<file path="src/rtl/ptmr_pkg.sv">
package ptmr_pkg;
  typedef enum logic [1:0] {
    MODE_HOLD = 2'b00,
    MODE_FREE = 2'b01,
    MODE_MOD  = 2'b10,
    MODE_UPDN = 2'b11
  } tmode_e;

  localparam int ADDR_W = 3;
  localparam logic [ADDR_W-1:0] A_CNT_LO = 3'd0;
  localparam logic [ADDR_W-1:0] A_CNT_HI = 3'd1;
  localparam logic [ADDR_W-1:0] A_CTRL   = 3'd2;
  localparam logic [ADDR_W-1:0] A_STAT   = 3'd3;
  localparam logic [ADDR_W-1:0] A_PER_LO = 3'd4;
  localparam logic [ADDR_W-1:0] A_PER_HI = 3'd5;
endpackage

</file>
<file path="src/rtl/ptmr_prescaler.sv">
module ptmr_prescaler #(
  parameter int PRE_W = 7,
  parameter int SH1   = 3,
  parameter int SH2   = 5,
  parameter int SH3   = 7
) (
  input  logic       clk,
  input  logic       rst,
  input  logic       clr_i,
  input  logic       tick_i,
  input  logic [1:0] div_i,
  output logic       adv_o
);
  localparam logic [PRE_W-1:0] LIM1 = PRE_W'((1 << SH1) - 1);
  localparam logic [PRE_W-1:0] LIM2 = PRE_W'((1 << SH2) - 1);
  localparam logic [PRE_W-1:0] LIM3 = PRE_W'((1 << SH3) - 1);

  logic [PRE_W-1:0] pcnt_q;
  logic [PRE_W-1:0] limit;

  always_comb begin
    case (div_i)
      2'd0:    limit = '0;
      2'd1:    limit = LIM1;
      2'd2:    limit = LIM2;
      default: limit = LIM3;
    endcase
  end

  assign adv_o = tick_i && !clr_i && (pcnt_q >= limit);

  always_ff @(posedge clk) begin
    if (rst || clr_i) begin
      pcnt_q <= '0;
    end else if (tick_i) begin
      pcnt_q <= adv_o ? '0 : pcnt_q + 1'b1;
    end
  end

  AST_ADV_NEEDS_TICK: assert property (@(posedge clk) disable iff (rst)
    adv_o |-> tick_i);
  AST_CLR_PHASE: assert property (@(posedge clk) disable iff (rst)
    clr_i |=> pcnt_q == '0);
endmodule

</file>
<file path="src/rtl/ptmr_counter.sv">
module ptmr_counter
  import ptmr_pkg::*;
#(
  parameter int CNT_W = 16
) (
  input  logic             clk,
  input  logic             rst,
  input  logic             clr_i,
  input  logic             adv_i,
  input  tmode_e           mode_i,
  input  logic [CNT_W-1:0] period_i,
  output logic [CNT_W-1:0] cnt_o,
  output logic             ovf_o
);
  localparam logic [CNT_W-1:0] ONE = CNT_W'(1);

  logic [CNT_W-1:0] cnt_q, cnt_d;
  logic             down_q, down_d;
  logic             ovf;

  always_comb begin
    cnt_d  = cnt_q;
    down_d = down_q;
    ovf    = 1'b0;
    if (adv_i) begin
      case (mode_i)
        MODE_HOLD: ;
        MODE_FREE: begin
          cnt_d = cnt_q + ONE;
          ovf   = (cnt_q == '1);
        end
        MODE_MOD: begin
          if (cnt_q >= period_i) begin
            cnt_d = '0;
            ovf   = 1'b1;
          end else begin
            cnt_d = cnt_q + ONE;
          end
        end
        default: begin
          if (period_i == '0) begin
            cnt_d  = '0;
            down_d = 1'b0;
            ovf    = 1'b1;
          end else if (!down_q) begin
            if (cnt_q < period_i) begin
              cnt_d = cnt_q + ONE;
            end else if (cnt_q == ONE) begin
              cnt_d = '0;
              ovf   = 1'b1;
            end else begin
              cnt_d  = cnt_q - ONE;
              down_d = 1'b1;
            end
          end else if (cnt_q <= ONE) begin
            cnt_d  = '0;
            down_d = 1'b0;
            ovf    = 1'b1;
          end else begin
            cnt_d = cnt_q - ONE;
          end
        end
      endcase
    end
  end

  always_ff @(posedge clk) begin
    if (rst || clr_i) begin
      cnt_q  <= '0;
      down_q <= 1'b0;
    end else begin
      cnt_q  <= cnt_d;
      down_q <= down_d;
    end
  end

  assign cnt_o = cnt_q;
  assign ovf_o = ovf && !clr_i;

  AST_CLEAR_ZERO: assert property (@(posedge clk) disable iff (rst)
    clr_i |=> cnt_q == '0 && !down_q);
  AST_HOLD_STABLE: assert property (@(posedge clk) disable iff (rst)
    (!clr_i && mode_i == MODE_HOLD) |=> $stable(cnt_q));
  AST_FREE_WRAP: assert property (@(posedge clk) disable iff (rst)
    (!clr_i && adv_i && mode_i == MODE_FREE && cnt_q == '1) |=> cnt_q == '0);
  AST_ZERO_PERIOD: assert property (@(posedge clk) disable iff (rst)
    (!clr_i && adv_i && (mode_i == MODE_MOD || mode_i == MODE_UPDN) && period_i == '0)
      |=> cnt_q == '0);
endmodule

</file>
<file path="src/rtl/tick_timer16.sv">
module tick_timer16
  import ptmr_pkg::*;
#(
  parameter int DATA_W = 8,
  parameter int PRE_W  = 7
) (
  input  logic              clk,
  input  logic              rst,
  input  logic              tick_i,
  input  logic              mask_i,
  input  logic [2:0]        bus_addr,
  input  logic              bus_wr,
  input  logic              bus_rd,
  input  logic [DATA_W-1:0] bus_wdata,
  output logic [DATA_W-1:0] bus_rdata,
  output logic              irq_o,
  output logic [2*DATA_W-1:0] count_o
);
  localparam int CNT_W  = 2 * DATA_W;
  localparam int CTRL_W = 4;

  logic [CTRL_W-1:0] ctrl_q;
  logic [CNT_W-1:0]  period_q;
  logic [DATA_W-1:0] shadow_q;
  logic              flag_q;
  logic              clr;
  logic              adv;
  logic              ovf;
  logic [CNT_W-1:0]  cnt;
  tmode_e            mode;

  assign clr  = bus_wr && (bus_addr == A_CNT_LO);
  assign mode = tmode_e'(ctrl_q[1:0]);

  ptmr_prescaler #(.PRE_W(PRE_W)) u_pre (
    .clk   (clk),
    .rst   (rst),
    .clr_i (clr),
    .tick_i(tick_i),
    .div_i (ctrl_q[3:2]),
    .adv_o (adv)
  );

  ptmr_counter #(.CNT_W(CNT_W)) u_cnt (
    .clk     (clk),
    .rst     (rst),
    .clr_i   (clr),
    .adv_i   (adv),
    .mode_i  (mode),
    .period_i(period_q),
    .cnt_o   (cnt),
    .ovf_o   (ovf)
  );

  always_ff @(posedge clk) begin
    if (rst) begin
      ctrl_q   <= '0;
      period_q <= '0;
      flag_q   <= 1'b0;
    end else begin
      if (bus_wr) begin
        case (bus_addr)
          A_CTRL:   ctrl_q                     <= bus_wdata[CTRL_W-1:0];
          A_PER_LO: period_q[DATA_W-1:0]       <= bus_wdata;
          A_PER_HI: period_q[CNT_W-1:DATA_W]   <= bus_wdata;
          default: ;
        endcase
      end
      if (ovf) begin
        flag_q <= 1'b1;
      end else if (bus_wr && bus_addr == A_STAT && !bus_wdata[0]) begin
        flag_q <= 1'b0;
      end
    end
  end

  always_ff @(posedge clk) begin
    if (rst) begin
      bus_rdata <= '0;
      shadow_q  <= '0;
    end else if (bus_rd) begin
      case (bus_addr)
        A_CNT_LO: begin
          bus_rdata <= cnt[DATA_W-1:0];
          shadow_q  <= cnt[CNT_W-1:DATA_W];
        end
        A_CNT_HI: bus_rdata <= shadow_q;
        A_CTRL:   bus_rdata <= DATA_W'(ctrl_q);
        A_STAT:   bus_rdata <= DATA_W'(flag_q);
        A_PER_LO: bus_rdata <= period_q[DATA_W-1:0];
        A_PER_HI: bus_rdata <= period_q[CNT_W-1:DATA_W];
        default:  bus_rdata <= '0;
      endcase
    end
  end

  assign irq_o   = flag_q && mask_i;
  assign count_o = cnt;

  AST_FLAG_SETS: assert property (@(posedge clk) disable iff (rst)
    ovf |=> flag_q);
  AST_SHADOW_LATCH: assert property (@(posedge clk) disable iff (rst)
    (bus_rd && bus_addr == A_CNT_LO) |=> shadow_q == $past(cnt[CNT_W-1:DATA_W]));
  AST_CTRL_RSVD_ZERO: assert property (@(posedge clk) disable iff (rst)
    (bus_rd && bus_addr == A_CTRL) |=> bus_rdata[DATA_W-1:CTRL_W] == '0);
  AST_HI_READ_SHADOW: assert property (@(posedge clk) disable iff (rst)
    (bus_rd && bus_addr == A_CNT_HI) |=> bus_rdata == $past(shadow_q));
endmodule

</file>
<file path="config.mk">
export PLATFORM = sky130hd
export DESIGN_NAME = tick_timer16
export DESIGN_NICKNAME = d
export VERILOG_FILES = /design/src/rtl/ptmr_pkg.sv /design/src/rtl/ptmr_prescaler.sv /design/src/rtl/ptmr_counter.sv /design/src/rtl/tick_timer16.sv
export SDC_FILE = /design/constraint.sdc
export NUM_CORES = 1
export LEC_CHECK = 0
export ABC_AREA = 1
export CAP_MARGIN = 20
export CORE_MARGIN = 2
export CORE_UTILIZATION = 58
export CTS_CLUSTER_DIAMETER = 200
export CTS_CLUSTER_SIZE = 30
export DETAILED_ROUTE_END_ITERATION = 8
export PLACE_DENSITY = 0.9
export SETUP_SLACK_MARGIN = 0.15
export SYNTH_ARGS = -nofsm -noshare
export SYNTH_HDL_FRONTEND = slang
export SYNTH_SLANG_ARGS = --single-unit
</file>
<file path="constraint.sdc">
create_clock -name clk -period 2.1 [get_ports clk]
set_input_delay 0.315 -clock clk [delete_from_list [all_inputs] [get_ports clk]]
set_output_delay 0.315 -clock clk [all_outputs]
set_load 0.01 [all_outputs]
</file>
; Yosys cells after proc, flatten, opt, wreduce, memory -nomap -nowiden
; Cells that the tools add are included.
[word_totals]
out_inout_bits = 25
register_bits = 61
[classes]
magnitude_cmp = 4
n_reduce_logical = 22
n_eq_ne = 11
add_sub_neg = 3
bitwise = 2
n_mux = 25
[ops]
columns = operator, count
row1 = 16-bit two-way mux, 6
row2 = 16-bit case mux with 3 select lines, 1
row3 = 8-bit case mux with 6 select lines, 1
row4 = 7-bit case mux with 3 select lines, 1
row5 = 16-bit by 1-bit adder with 16-bit output (second input constant), 1
row6 = 16-bit by 1-bit equality test with 1-bit output (second input constant), 1
row7 = 16-bit equality test (second input constant), 1
row8 = 16-bit greater-or-equal comparator, 1
row9 = 16-bit by 1-bit less-or-equal comparator with 1-bit output (second input constant), 1
row10 = 16-bit logical NOT, 1
row11 = 16-bit less-than comparator, 1
row12 = 16-bit by 1-bit subtractor with 16-bit output (second input constant), 1
row13 = 1-bit two-way mux, 14
row14 = 2-bit AND reduction, 6
row15 = 7-bit by 1-bit adder with 7-bit output (second input constant), 1
row16 = 7-bit greater-or-equal comparator, 1
row17 = 1-bit logical AND, 7
row18 = 7-bit two-way mux, 1
row19 = 3-bit by 2-bit equality test with 1-bit output (second input constant), 2
row20 = 3-bit equality test (second input constant), 2
row21 = 2-bit by 1-bit equality test with 1-bit output (second input constant), 2
row22 = 2-bit equality test (second input constant), 2
row23 = 2-bit logical NOT, 2
row24 = 3-bit by 1-bit equality test with 1-bit output (second input constant), 1
row25 = 7 further kinds, 9

; Depth between registers and ports, before layout
[logic_depth]
ltp_word = 9
ltp_mapped = 20
ltp_nobuf = 19

; Modules after synthesis
; Synthesis repeated with hierarchy kept, for this count alone.
[unflattened]
cells_unflattened = 753
hier_area_um2 = 4879.7
[modules_own_cells]
columns = module, area_each_um2, instances, cells_per_inst
row1 = ptmr_counter, 2819.0, 1, 466
row2 = tick_timer16, 1652.8, 1, 233
row3 = ptmr_prescaler, 407.9, 1, 54

; Least setup slack after synthesis
; OpenSTA, ideal clock, no wires.
[synth_path]
kind = register to register
from = register u_cnt.cnt_q[9], in the netlist u_cnt.cnt_o[9]
to = register u_cnt.cnt_q[6], in the netlist u_cnt.cnt_o[6]
synth_period_minus_slack_ns = 2.013
slack_ns = 0.087
required_ns = 1.991
path_stages_with_launch = 17
arrival_ns = 1.904
n_path_buf = 1
path_cell_list = dfxtp_1 ha_1 nand2_1 nand2_1 nand2_1 a21oi_1 nor2_1 nand2_2 nand2_1 nand2_2 buf_6 nand2_2 nand2_1 nand2_1 nand3_1 nand2_1 inv_1
[synth_between]
elab_chain_len = 6
[synth_rtl]
columns = element, line_no
row1 = start: declaration, ptmr_counter.sv:17  ; logic [CNT_W-1:0] cnt_q, cnt_d;
row2 = start signal: assignment, ptmr_counter.sv:72  ; cnt_q <= cnt_d;
row3 = "parallel branches: the longest is 5 deep, another holds 16-bit less-than comparator", --
row4 = 16-bit case mux with 3 select lines (*), ptmr_counter.sv:26  ; case (mode_i)
; Every way passes the cells marked *.
; A chain may end at the register's enable or synchronous reset.

; Worst setup path in the final report
[layout_path]
from = register ctrl_q[3]
to = register u_cnt.cnt_q[1], in the netlist u_cnt.cnt_o[1]
[layout_between]
elab_chain_len = 5
[layout_rtl]
columns = element, line_no
row1 = start: declaration, tick_timer16.sv:22  ; logic [CTRL_W-1:0] ctrl_q;
row2 = start signal: assignment, tick_timer16.sv:63  ; A_CTRL: ctrl_q <= bus_wdata[CTRL_W-1:0];
row3 = "2-bit equality test, or another cell as far along", ptmr_prescaler.sv:22  ; case (div_i)
row4 = 7-bit case mux with 3 select lines (*), ptmr_prescaler.sv:22
row5 = 7-bit greater-or-equal comparator (*), ptmr_prescaler.sv:30  ; assign adv_o = tick_i && !clr_i && (pcnt_q >= limit);
row6 = 1-bit logical AND (*), ptmr_prescaler.sv:30
row7 = 2-bit AND reduction (no line) (*), --
; Mark *: on every way between the ends. The rest lies on a longest branch, timed or not.

==> summary.md <==
| Metric | Value |
|---|---|
| Outcome | finished, violations left |
| Failing checks | negative setup slack |
| Die area | 8450 um2 |
| WP data required | 2.34 ns |
| Post-synthesis compound-gate area fraction | 16.9% |
| CP max-delay cell | dfxtp_4 |
| Yosys cell types | 35 |
| Placer Congestion | 1.04 |
| Cell count after synthesis | 701 |
| Core footprint | 7610 um2 |
| Worst Clk Skew | 0.0158 ns |
| Final setup margin | -0.00773 ns |
| CTS tree | built |
| Hold crit path type | register to register |
| CP bufs+invs | 3 |
| Main synth FF type | dfxtp_1 |
| Place WS | 0.0133 ns |
| Largest net degree at the start of global routing | 29 |
| IO Port Bufs | 41 |
| Clk pwr share | 25.5% |
| DRT Wirelength | 17600 um |
| Worst path top cell family by delay | simple AND/OR/NAND/NOR gates |
| Initial DRT Pass Iterations | 6 |
| H-tree depth | 3 |
| Setup TNS | -0.00773 ns |
| Finish-stage setup viols | 1 |
| Minimum clock period | 2.11 ns |
| Critical Path AT | 2.35 ns |
| Area growth, synth to finish | 37.7% |
| Crit path max fanout | 6 |
| Initial DRC count | 602 |
| Nets | 857 |
| Clk sinks | 61 |
| Leakage | 2.81 nW |
| Row cnt | 32 |
| Synth Area in Adders | 8.93% |
| Syn_area_per_cell | 6.39 um2 |
| Crit path largest cell delay | 0.39 ns |
| Vias | 5599 |
| Clock root buffer | clkbuf_8 |
| Combinational share of power | 42.0% |
| Multiplexer share of the synthesized area | 0% |
| Final ANT Viol Nets | 0 |
| Initial antenna violation count | 0 |
| Register bit total from synthesis | 61 |
| Clk_lat worst skew | 0.35 ns |
| Cell area after synthesis | 4480 um2 |
| EDFF count, synth | 0 |
| Clock edge transition at the registers on the reported setup and hold paths | 0.08 ns |
| DRC errors left | 0 |
| Global-route wire length before repair | 24400 um |
| R2r setup slk | -0.008 ns |
| Layout cells sized above 1 | 27.2% |
| Final hold violations | 0 |
| Synth top area cells | dfxtp_1, nand2_1, ha_1, inv_1, a21oi_1 |
| Sw frac | 40.6% |
| Crit path kind | register to register |
| VDD IR max | 0.611 mV |
| Worst Setup End Kind | register |
| Rel. slew slack | 71.8% |
| Net Sw Power | 1.54 mW |
| Final Cell Area | 6170 um2 |
| Slew Viols, Final | 0 |
| Number of global-route vias before repair | 4971 |
| Clock tree buffer depth | 2 |
| Inserted Diodes | 0 |
| Worst Tran Pin Value | 0.423 ns |
| Critical Path, Cell by Cell | inv_1 -> ha_1 -> nand3_2 -> nor2_1 -> nand3_1 -> nand3_2 -> nand2_4 -> nor2_4 -> buf_12 -> buf_12 -> o21ai_1 -> a21oi_1 |
| Die Height | 91.9 um |
| CTS Buf Count | 9 |
| Die width | 91.9 um |
| Synthesized Nets | 750 |
| Post-Synth Simple-Gate Area | 31.0% |
| Synth area leader | dfxtp_1 |
| Vias per cell | 6.12 |
| Post-Synth XOR/XNOR Area | 4.10% |
| Largest family of logic cells by synthesized area | simple AND/OR/NAND/NOR gates |
| Synth async-reset ratio | 0% |
| Pint | 2.25 mW |
| DR WL/cell | 19.2 um |
| Global-route usage over all layers | 36.8% |
| Top Ports | 42 |
| MaxCap Viol Count | 0 |
| Sequential share of the synthesized area | 27.2% |
| Top-area cell type share of the netlist area | 27.2% |
| Critical path launch point type | register |
| Power per cell area | 614 nW/um2 |
| FMAX | 474 MHz |
| Unrepaired setup endpoints after global routing | true |
| DPL Wire Length | 11800 um |
| GRT overflow | 0 |
| Part of the power in registers | 32.6% |
| Period utilization | 100% |
| Initial core utilization | 58.9% |
| Synthesis Warnings | 0 |
| Placed cell area | 5430 um2 |
[cell type report]
type,instances,area [um2]
well taps,102,128
flip-flops and latches,61,1250
clock inverters,7,48.8
fillers,519,1440
clock buffers,9,124
multi-input cells,512,3150
inverters,105,399
repair buffers,119,1060
[registers in the layout (all words and copies together) (netlist names)]
| signal | flops |
|---|---|
| flag_q | 1 |
| period_q | 16 |
| ctrl_q | 4 |
| shadow_q | 8 |
| u_cnt.cnt_o | 16 |
| u_pre.pcnt_q | 7 |
| bus_rdata | 8 |
| u_cnt.down_q | 1 |
[metrics by stage]
step / util [%] / hold WS, ns / power [mW] / std cells
floorplan: - / 0.429 / 2.07 / 701
global placement: 71.3 / 0.456 / 2.51 / 890
detailed placement: 71.3 / 0.459 / 2.52 / 890
CTS: 74.5 / 0.471 / 3.50 / 906
global route: 81.1 / 0.484 / 3.95 / 915
finish: 81.1 / 0.470 / 3.79 / 915
[synthesized netlist by cell type, types with 3 or more instances]
| cell | number |
|---|---|
| nand3_1 | 56 |
| clkbuf_1 | 11 |
| inv_1 | 96 |
| nand2_2 | 8 |
| a21oi_1 | 66 |
| nand2_1 | 156 |
| ha_1 | 32 |
| nor3_1 | 9 |
| nor2_2 | 5 |
| o21ai_1 | 4 |
| buf_2 | 7 |
| nand3b_1 | 3 |
| xor2_1 | 20 |
| o221ai_1 | 3 |
| buf_6 | 4 |
| o22ai_1 | 11 |
| dfxtp_1 | 61 |
| nor2_1 | 57 |
| inv_2 | 7 |
| o21ai_0 | 53 |
| nand4_1 | 12 |
[layout by cell type, fill, tap and decap left out, types with 4 or more instances in the layout]
cell type and instances:
inv_2 24, clkbuf_8 9, ha_1 16, nor3_2 4, nand3_2 12, clkdlybuf4s50_1 41, nand4_1 12, dfxtp_1 42
nor3_1 6, a21oi_2 7, ha_4 15, inv_1 78, a21oi_1 59, dfxtp_2 15, nor2_2 11, o21ai_1 8
xor2_1 19, nor2_4 6, nand2_4 7, o22ai_1 11, o21ai_0 48, nand3_1 45, nand2_1 144, nor2_1 47
buf_4 70, nand2_2 15, dfxtp_4 4
[what timing repair did]
item	4_1_cts	5_1_grt
buffers inserted	0	4
gates cloned	0	5
setup endpoints to repair	19	19
hold buffers	0	0
pin swaps	1	25
gates resized for setup	24	98
[path summary, 6_finish.rpt]
path                          to  cells past startpoint    startpoint
hold / removal      bus_rdata[2]                      2  bus_rdata[2]
setup / recovery  u_cnt.cnt_o[1]                     12     ctrl_q[3]
hold reg to reg     bus_rdata[2]                      2  bus_rdata[2]
setup reg to reg  u_cnt.cnt_o[1]                     12     ctrl_q[3]
[cells by family after synthesis]
group	count (synthesis)
AOI/OAI and AO/OA	143
xor gates and xnor gates	21
DFF	61
and+or+nand+nor	315
adders and majority gates	32
buffers and inverters	129
[per-layer routing]
metal | routed length [um] | up-vias | track usage, % | part of all wire, %
li1 | - | 2517 | - | -
met1 | 6610 | 2527 | 47.6 | 38
met2 | 7990 | 445 | 58.8 | 45
met3 | 1920 | 110 | 6.74 | 11
met4 | 1040 | 0 | 18.4 | 5.9
met5 | 0 | - | 0 | 0
[power groups by stage]
stage	clock network (mW)	logic, mW	registers, mW
after floorplan	0	0.817	1.26
after global placement	0	1.26	1.25
after detailed placement	0	1.27	1.25
after CTS	0.957	1.32	1.22
final	0.964	1.59	1.23
after global routing	1.00	1.71	1.24
[worst reg2reg max path: stages (launching register included)]
cell,delay [ns]
dfxtp_4,0.39
inv_1,0.10
ha_1,0.36
nand3_2,0.07
nor2_1,0.11
nand3_1,0.10
nand3_2,0.10
nand2_4,0.07
nor2_4,0.13
buf_12,0.14
buf_12,0.13
o21ai_1,0.07
a21oi_1,0.23
No activity file was read; power rests on OpenSTA's default activity.
